[config.mk]
export PLATFORM = sky130hd
export DESIGN_NAME = disc_cmd_responder
export DESIGN_NICKNAME = d
export VERILOG_FILES = /design/src/rtl/disc_cmd_pkg.sv /design/src/rtl/disc_byte_fifo.sv /design/src/rtl/disc_cmd_ctrl.sv /design/src/rtl/disc_cmd_datapath.sv /design/src/rtl/disc_cmd_responder.sv
export SDC_FILE = /design/constraint.sdc
export NUM_CORES = 1
export LEC_CHECK = 0
export BUFFER_PORTS_ARGS = -buffer_cell sky130_fd_sc_hd__buf_2
export CAP_MARGIN = 20
export CORE_MARGIN = 1.5
export CORE_UTILIZATION = 65
export CTS_CLUSTER_DIAMETER = 30
export DETAILED_ROUTE_END_ITERATION = 12
export PLACE_DENSITY_LB_ADDON = 0.2
export REMOVE_ABC_BUFFERS = 1
export SLEW_MARGIN = 0
export SYNTH_ARGS = -nofsm -noshare
export SYNTH_HDL_FRONTEND = slang
export SYNTH_SLANG_ARGS = --single-unit
[constraint.sdc]
create_clock -name clk -period 6.8 [get_ports clk]
set_input_delay 1.02 -clock clk [delete_from_list [all_inputs] [get_ports clk]]
set_output_delay 1.02 -clock clk [all_outputs]
set_load 0.02 [all_outputs]
[src/rtl/disc_cmd_pkg.sv]
package disc_cmd_pkg;

  localparam int DATA_W      = 8;
  localparam int CAUSE_W     = 3;
  localparam int PARAM_DEPTH = 8;
  localparam int RESP_DEPTH  = 16;
  localparam int MAX_RESP    = 4;
  localparam int IDX_W       = $clog2(MAX_RESP);

  localparam logic [DATA_W-1:0]  CMD_STATUS  = 8'h01;
  localparam logic [DATA_W-1:0]  CMD_TEST    = 8'h19;
  localparam logic [DATA_W-1:0]  SUB_VERSION = 8'h20;
  localparam logic [CAUSE_W-1:0] CAUSE_ACK   = 3'd3;

  localparam logic [1:0] ADDR_CMD   = 2'd0;
  localparam logic [1:0] ADDR_PARAM = 2'd1;
  localparam logic [1:0] ADDR_FLAG  = 2'd2;

  typedef enum logic { SEQ_STATUS = 1'b0, SEQ_VERSION = 1'b1 } seqSel_e;

  typedef struct packed {
    logic              paramPop;
    logic              respPush;
    logic [DATA_W-1:0] respByte;
    logic              causeSet;
  } ctlStrobe_t;

endpackage

[src/rtl/disc_byte_fifo.sv]
module disc_byte_fifo #(
  parameter int WIDTH = 8,
  parameter int DEPTH = 8
) (
  input  logic             clk,
  input  logic             rstN,
  input  logic             push,
  input  logic [WIDTH-1:0] pushData,
  input  logic             pop,
  output logic [WIDTH-1:0] headData,
  output logic             empty
);
  localparam int AW = $clog2(DEPTH);
  localparam logic [AW:0] FULL_CNT = DEPTH[AW:0];

  logic [WIDTH-1:0] mem [DEPTH];
  logic [AW-1:0]    wrPtr, rdPtr;
  logic [AW:0]      count;
  logic             full, doPush, doPop;

  assign full     = (count == FULL_CNT);
  assign empty    = (count == '0);
  assign doPush   = push && !full;
  assign doPop    = pop && !empty;
  assign headData = mem[rdPtr];

  always_ff @(posedge clk) begin
    if (doPush) mem[wrPtr] <= pushData;
  end

  always_ff @(posedge clk) begin
    if (!rstN) begin
      wrPtr <= '0;
      rdPtr <= '0;
      count <= '0;
    end else begin
      if (doPush) wrPtr <= wrPtr + 1'b1;
      if (doPop)  rdPtr <= rdPtr + 1'b1;
      case ({doPush, doPop})
        2'b10:   count <= count + 1'b1;
        2'b01:   count <= count - 1'b1;
        default: count <= count;
      endcase
    end
  end

  AST_DROP_WHEN_FULL: assert property (@(posedge clk) disable iff (!rstN)
    (full && push && !pop) |=> (count == FULL_CNT)) else $error("fifo overflow");

  AST_EMPTY_POP_HOLDS: assert property (@(posedge clk) disable iff (!rstN)
    (empty && pop && !push) |=> empty) else $error("pop from empty fifo");

endmodule

[src/rtl/disc_cmd_ctrl.sv]
module disc_cmd_ctrl
  import disc_cmd_pkg::*;
(
  input  logic              clk,
  input  logic              rstN,
  input  logic              cmdWrite,
  input  logic [DATA_W-1:0] cmdByte,
  input  logic [DATA_W-1:0] paramHead,
  input  logic              paramEmpty,
  output ctlStrobe_t        strobe
);
  typedef enum logic { ST_IDLE, ST_PUSH } state_e;

  state_e           state, stateNext;
  seqSel_e          seqSel, seqSelNext;
  logic [IDX_W-1:0] idx, idxNext, lastIdx;

  function automatic logic [DATA_W-1:0] replyByte(seqSel_e s, logic [IDX_W-1:0] i);
    if (s == SEQ_STATUS) return 8'h02;
    case (i)
      2'd0:    return 8'h99;
      2'd1:    return 8'h02;
      2'd2:    return 8'h01;
      default: return 8'hC3;
    endcase
  endfunction

  assign lastIdx = (seqSel == SEQ_STATUS) ? '0 : IDX_W'(MAX_RESP - 1);

  always_comb begin
    strobe     = '0;
    stateNext  = state;
    seqSelNext = seqSel;
    idxNext    = idx;
    case (state)
      ST_IDLE: begin
        if (cmdWrite) begin
          if (cmdByte == CMD_STATUS) begin
            stateNext  = ST_PUSH;
            seqSelNext = SEQ_STATUS;
            idxNext    = '0;
          end else if (cmdByte == CMD_TEST) begin
            strobe.paramPop = !paramEmpty;
            if (!paramEmpty && paramHead == SUB_VERSION) begin
              stateNext  = ST_PUSH;
              seqSelNext = SEQ_VERSION;
              idxNext    = '0;
            end
          end
        end
      end
      ST_PUSH: begin
        strobe.respPush = 1'b1;
        strobe.respByte = replyByte(seqSel, idx);
        if (idx == lastIdx) begin
          strobe.causeSet = 1'b1;
          stateNext       = ST_IDLE;
        end else begin
          idxNext = idx + 1'b1;
        end
      end
      default: stateNext = ST_IDLE;
    endcase
  end

  always_ff @(posedge clk) begin
    if (!rstN) begin
      state  <= ST_IDLE;
      seqSel <= SEQ_STATUS;
      idx    <= '0;
    end else begin
      state  <= stateNext;
      seqSel <= seqSelNext;
      idx    <= idxNext;
    end
  end

  AST_CAUSE_WITH_LAST: assert property (@(posedge clk) disable iff (!rstN)
    strobe.causeSet |-> strobe.respPush) else $error("cause set without reply byte");

  AST_UNKNOWN_STAYS_IDLE: assert property (@(posedge clk) disable iff (!rstN)
    (state == ST_IDLE && cmdWrite && cmdByte != CMD_STATUS && cmdByte != CMD_TEST)
    |=> (state == ST_IDLE)) else $error("unknown command started a reply");

  AST_BUSY_IGNORES_CMD: assert property (@(posedge clk) disable iff (!rstN)
    (state == ST_PUSH && cmdWrite) |-> !strobe.paramPop) else $error("command accepted while busy");

  AST_VERSION_FIRST: assert property (@(posedge clk) disable iff (!rstN)
    (state == ST_IDLE && cmdWrite && cmdByte == CMD_TEST && !paramEmpty && paramHead == SUB_VERSION)
    |=> (strobe.respPush && strobe.respByte == 8'h99)) else $error("version reply order");

endmodule

[src/rtl/disc_cmd_datapath.sv]
module disc_cmd_datapath
  import disc_cmd_pkg::*;
(
  input  logic              clk,
  input  logic              rstN,
  input  logic              wrEn,
  input  logic              rdEn,
  input  logic              sizeWide,
  input  logic [1:0]        addr,
  input  logic [DATA_W-1:0] wrData,
  input  ctlStrobe_t        strobe,
  output logic [DATA_W-1:0] paramHead,
  output logic              paramEmpty,
  output logic [DATA_W-1:0] rdData,
  output logic              busError,
  output logic              irqPulse
);
  logic [DATA_W-1:0]  respHead;
  logic               respEmpty;
  logic               paramWrite, respRead, flagWrite;
  logic [CAUSE_W-1:0] cause, causeNext;

  assign paramWrite = wrEn && !sizeWide && (addr == ADDR_PARAM);
  assign respRead   = rdEn && !sizeWide && (addr == ADDR_CMD);
  assign flagWrite  = wrEn && !sizeWide && (addr == ADDR_FLAG);

  disc_byte_fifo #(.WIDTH(DATA_W), .DEPTH(PARAM_DEPTH)) paramQ (
    .clk      (clk),
    .rstN     (rstN),
    .push     (paramWrite),
    .pushData (wrData),
    .pop      (strobe.paramPop),
    .headData (paramHead),
    .empty    (paramEmpty)
  );

  disc_byte_fifo #(.WIDTH(DATA_W), .DEPTH(RESP_DEPTH)) respQ (
    .clk      (clk),
    .rstN     (rstN),
    .push     (strobe.respPush),
    .pushData (strobe.respByte),
    .pop      (respRead),
    .headData (respHead),
    .empty    (respEmpty)
  );

  always_comb begin
    causeNext = cause;
    if (flagWrite) causeNext = cause & ~wrData[CAUSE_W-1:0];
    if (strobe.causeSet) causeNext = CAUSE_ACK;
  end

  always_ff @(posedge clk) begin
    if (!rstN) begin
      cause    <= '0;
      irqPulse <= 1'b0;
      busError <= 1'b0;
      rdData   <= '0;
    end else begin
      cause    <= causeNext;
      irqPulse <= (cause == '0) && (causeNext != '0);
      busError <= (wrEn || rdEn) && sizeWide;
      if (rdEn) begin
        if (sizeWide) rdData <= '0;
        else begin
          case (addr)
            ADDR_CMD:  rdData <= respEmpty ? '0 : respHead;
            ADDR_FLAG: rdData <= {{(DATA_W-CAUSE_W){1'b0}}, cause};
            default:   rdData <= '0;
          endcase
        end
      end
    end
  end

  AST_IRQ_SINGLE: assert property (@(posedge clk) disable iff (!rstN)
    irqPulse |=> !irqPulse) else $error("irq longer than one cycle");

  AST_IRQ_ON_RISE: assert property (@(posedge clk) disable iff (!rstN)
    irqPulse |-> (cause != '0 && $past(cause) == '0)) else $error("irq without cause rise");

  AST_WIDE_NO_POP: assert property (@(posedge clk) disable iff (!rstN)
    (rdEn && sizeWide && !respEmpty && !strobe.respPush) |=> $stable(respHead)) else $error("wide read popped");

  AST_CLEAR_W1C: assert property (@(posedge clk) disable iff (!rstN)
    (flagWrite && !strobe.causeSet) |=> ((cause & $past(wrData[CAUSE_W-1:0])) == '0)) else $error("w1c failed");

endmodule

[src/rtl/disc_cmd_responder.sv]
module disc_cmd_responder
  import disc_cmd_pkg::*;
(
  input  logic        clk,
  input  logic        rstN,
  input  logic        wrEn,
  input  logic        rdEn,
  input  logic        sizeWide,
  input  logic [1:0]  addr,
  input  logic [7:0]  wrData,
  output logic [7:0]  rdData,
  output logic        busError,
  output logic        irqPulse
);
  ctlStrobe_t        strobe;
  logic [DATA_W-1:0] paramHead;
  logic              paramEmpty;
  logic              cmdWrite;

  assign cmdWrite = wrEn && !sizeWide && (addr == ADDR_CMD);

  disc_cmd_ctrl ctrl (
    .clk        (clk),
    .rstN       (rstN),
    .cmdWrite   (cmdWrite),
    .cmdByte    (wrData),
    .paramHead  (paramHead),
    .paramEmpty (paramEmpty),
    .strobe     (strobe)
  );

  disc_cmd_datapath dpath (
    .clk        (clk),
    .rstN       (rstN),
    .wrEn       (wrEn),
    .rdEn       (rdEn),
    .sizeWide   (sizeWide),
    .addr       (addr),
    .wrData     (wrData),
    .strobe     (strobe),
    .paramHead  (paramHead),
    .paramEmpty (paramEmpty),
    .rdData     (rdData),
    .busError   (busError),
    .irqPulse   (irqPulse)
  );

  AST_WIDE_NO_CMD: assert property (@(posedge clk) disable iff (!rstN)
    (wrEn && sizeWide) |-> !strobe.paramPop) else $error("wide write acted");

endmodule

==> results.yml <==
drt:
  dr.pass1.iters: 6
  ant_nets: 0
  vias_per_cell: 6.02
  routed_wl_um: 13500
  wire_per_inst_um: 20.6
  initialDrtViolationCount: 321
  dr_total_vias: 3930
  drcViolationCount: 0
worst_setup_path:
  end_kind: "flip-flop"
  crit_required_ns: 7.11
  r2r-start: "dpath.respQ.count[0]"
  crit_chain: "buf_2, or4_4, nor4_4, and2_1, ha_1, xor2_1, ha_1, a21oi_1, xor2_1, or3_1, a21oi_1"
  crit_fanout: 10
  cpPeakStageDelay_ns: 0.55
  cp_num_buf_inv: 1
  r2r_slack_ns: 3.58
  cp.arrival_ns: 3.73
  critPathTopFamily: "simple AND/OR/NAND/NOR gates"
  reg2reg_depth: 9
  critical_path_class: "in -> reg"
  r2r_end: "dpath.respQ.count[4]"
  crit_path_start_kind: "primary input"
  slowest_stage: "or4_4"
sta:
  worst_pin_slew_ns: 1.04
  fin_crit_ns: 3.42
  drv_slew: 0
  setup_ws_ns: 3.38
  rsz0062_at_grt: "no"
  hold_violations: 0
  tns_ns: 0
  fin_skew_ns: 0.00885
  setup_viol: 0
  fmax_mhz: 292
  max_slew_margin_pct: 30.6
  fin_crit_sh_pct: 50.3
power_and_ir_drop:
  p_leak_nw: 2.78
  vdd_drop_max_mv: 0.262
  p_per_area_nw_per_um2: 267
  power.total_mw: 2.20
die:
  initial_core_util_pct: 67.5
  die_area_um2: 12100
  rows: 38
  core_um2: 11000
  io_pins: 25
  die_x_um: 110
  die_h_um: 110
cells_and_area:
  final_common_cell: "edfxtp_1"
  n_antenna_cell: 0
  areaGrowthSynthToFinish_pct: 10.8
  layout.nets: 534
  final_cell_mix: "144 x edfxtp_1, 60 x nor2_1, 45 x dfxtp_1, 25 x mux4_2, 23 x buf_2"
  drive_gt1_share_pct: 17.5
clocking:
  cts_hold_buf: 0
  cts_tree: "built"
  cts_resized: 0
  post_cts_buffers: 0
  clock_path_buffers: 2
  cts-buffers-inserted: 17
  clockRootBuffer: "clkbuf_16"
  cts.sinks: 189
  worstSkewPairLatency_ns: 0.42
  htree_levels: 4
  path_clk_slew_ns: 0.06
global_routing:
  overflow: 0
  grt_pass1_vias: 3911
  grt_pass1_wl_um: 20700
  grt_max_degree: 35
  antenna_found_initial: 0
  grt_usage_pct: 24.7
run_status:
  outcome: "complete, no violations"
synthesis:
  ys_ff_latch: 189
  synthArstFlopShare_pct: 0
  synth_top_family_by_area: "simple AND/OR/NAND/NOR gates"
  ys_types: 53
  synthAdderAreaFrac_pct: 3.14
  synthXorXnorAreaFrac_pct: 2.01
  synth_compound_area_share_pct: 4.10
  synth_area_leader_cell: "edfxtp_1"
  netlist_area_um2: 7420
  synthCells: 469
  seq_area_frac_synth_pct: 70.4
  ys.flop_type: "edfxtp_1"
  synthTopCellsByArea: "edfxtp_1 58%, dfxtp_1 12%, mux4_2 7.6%, nor2_1 3.0%, ha_1 2.9%"
  synth.area.mux_share_pct: 8.40
  synth-simple-area-share_pct: 10.4
  yosysTopAreaCellShare_pct: 58.3
  synth_warnings: 0
  synth_edf_count: 144
  avgSynthCellArea_um2: 15.8
placed_design:
  numPortBuffers: 23
  pre_cts_ws_ns: 2.92
  dp_hpwl_um: 9040
  gp_congestion: 0.735
flow_run:
  cap_violations: 0
min_path:
  hold_depth: 2
  hold-path-endpoint: "dpath.rdData[2]"
  min_from: "dpath.rdData[2]"
  hold_path.class: "reg -> reg"
==> through the flow <==
step	utilization, %	area, µm²	cells	hold slack [ns]
after floorplan	-	7350	456	0.423
after global placement	69.6	7650	620	0.458
after detailed placement	69.6	7650	620	0.464
after CTS	74.7	8200	651	0.475
after global routing	74.8	8220	653	0.486
final	74.8	8220	653	0.476
==> worst max-delay path by stage <==
stage | from | endpoint | slack, ns | cells after the start
after global placement | sizeWide | dpath.respQ.count[4] | 3.01 | 10
after global routing | wrData[1] | dpath.paramQ.count[2] | 3.18 | 11
after CTS | wrData[1] | dpath.paramQ.count[2] | 3.38 | 11
after detailed placement | wrData[1] | dpath.paramQ.count[2] | 2.92 | 11
after floorplan | sizeWide | dpath.respQ.count[4] | 3.34 | 9
final | wrData[1] | dpath.paramQ.count[2] | 3.38 | 11
==> power by group <==
group | internal (mW) | leakage [nW] | switching (mW) | total, mW
combinational | 0.00710 | 0.795 | 0.0204 | 0.0275
clock | 0.536 | 0.266 | 0.399 | 0.935
sequential | 1.23 | 1.72 | 0.00122 | 1.23
==> routing by layer <==
metal / global-route usage [%] / wire length [µm] / share of wire, % / up-vias
met5: 0 / 0 / 0 / -
li1: - / - / - / 1847
met3: 5.75 / 633 / 4.7 / 17
met4: 9.55 / 213 / 1.6 / 0
met2: 43.8 / 7230 / 54 / 110
met1: 29.2 / 5390 / 40 / 1956
==> flip-flops by register name, summed over array words and instances, names as in the netlist, named ones only <==
signal,count
dpath.respQ.wrPtr,4
dpath.respQ.count,5
ctrl.state,1
dpath.respQ.mem,80
dpath.respQ.rdPtr,4
ctrl.seqSel,1
dpath.rdData,6
dpath.paramQ.wrPtr,3
dpath.busError,1
dpath.paramQ.mem,64
dpath.paramQ.rdPtr,3
ctrl.idx,2
dpath.irqPulse,1
dpath.paramQ.count,4
dpath.cause,3
==> logic make-up after synthesis <==
group | Yosys count
DFF | 189
and+or+nand+nor | 146
AOI/OAI and AO/OA | 42
muxes | 31
buffers and inverters | 25
adders and majority gates | 18
xor gates and xnor gates | 17
other | 1
==> worst reg2reg max path: stages (launching register included) <==
cell	delay [ns]
dfxtp_1	0.35
nor4_1	0.75
a2111oi_2	0.30
ha_1	0.36
fa_1	0.48
a21o_1	0.20
a21oi_1	0.17
xor2_1	0.09
or3_1	0.31
a21oi_1	0.14
==> layout make-up <==
cell class,count,area (µm²)
fillers,645,2760
clock buffers,19,433
well taps,140,175
inverters,12,45.0
flip-flops and latches,189,5230
clock inverters,12,123
multi-input cells,255,2080
repair buffers,26,138
==> cells in the mapped netlist (3+ instances only) <==
library cell and instances:
a21oi_1 19, clkbuf_1 7, dfxtp_1 45, edfxtp_1 144, ha_1 17, inv_1 11
mux2i_1 6, mux4_2 25, nand2_1 19, nand2b_1 7, nand3_1 3, nand4_1 6
nand4b_1 3, nor2_1 60, nor2b_1 8, nor3_1 10, nor3b_1 3, nor4_1 5
nor4b_1 9, o21ai_0 7, xnor2_1 6, xor2_1 11
Power figures use the tool's default switching activity.
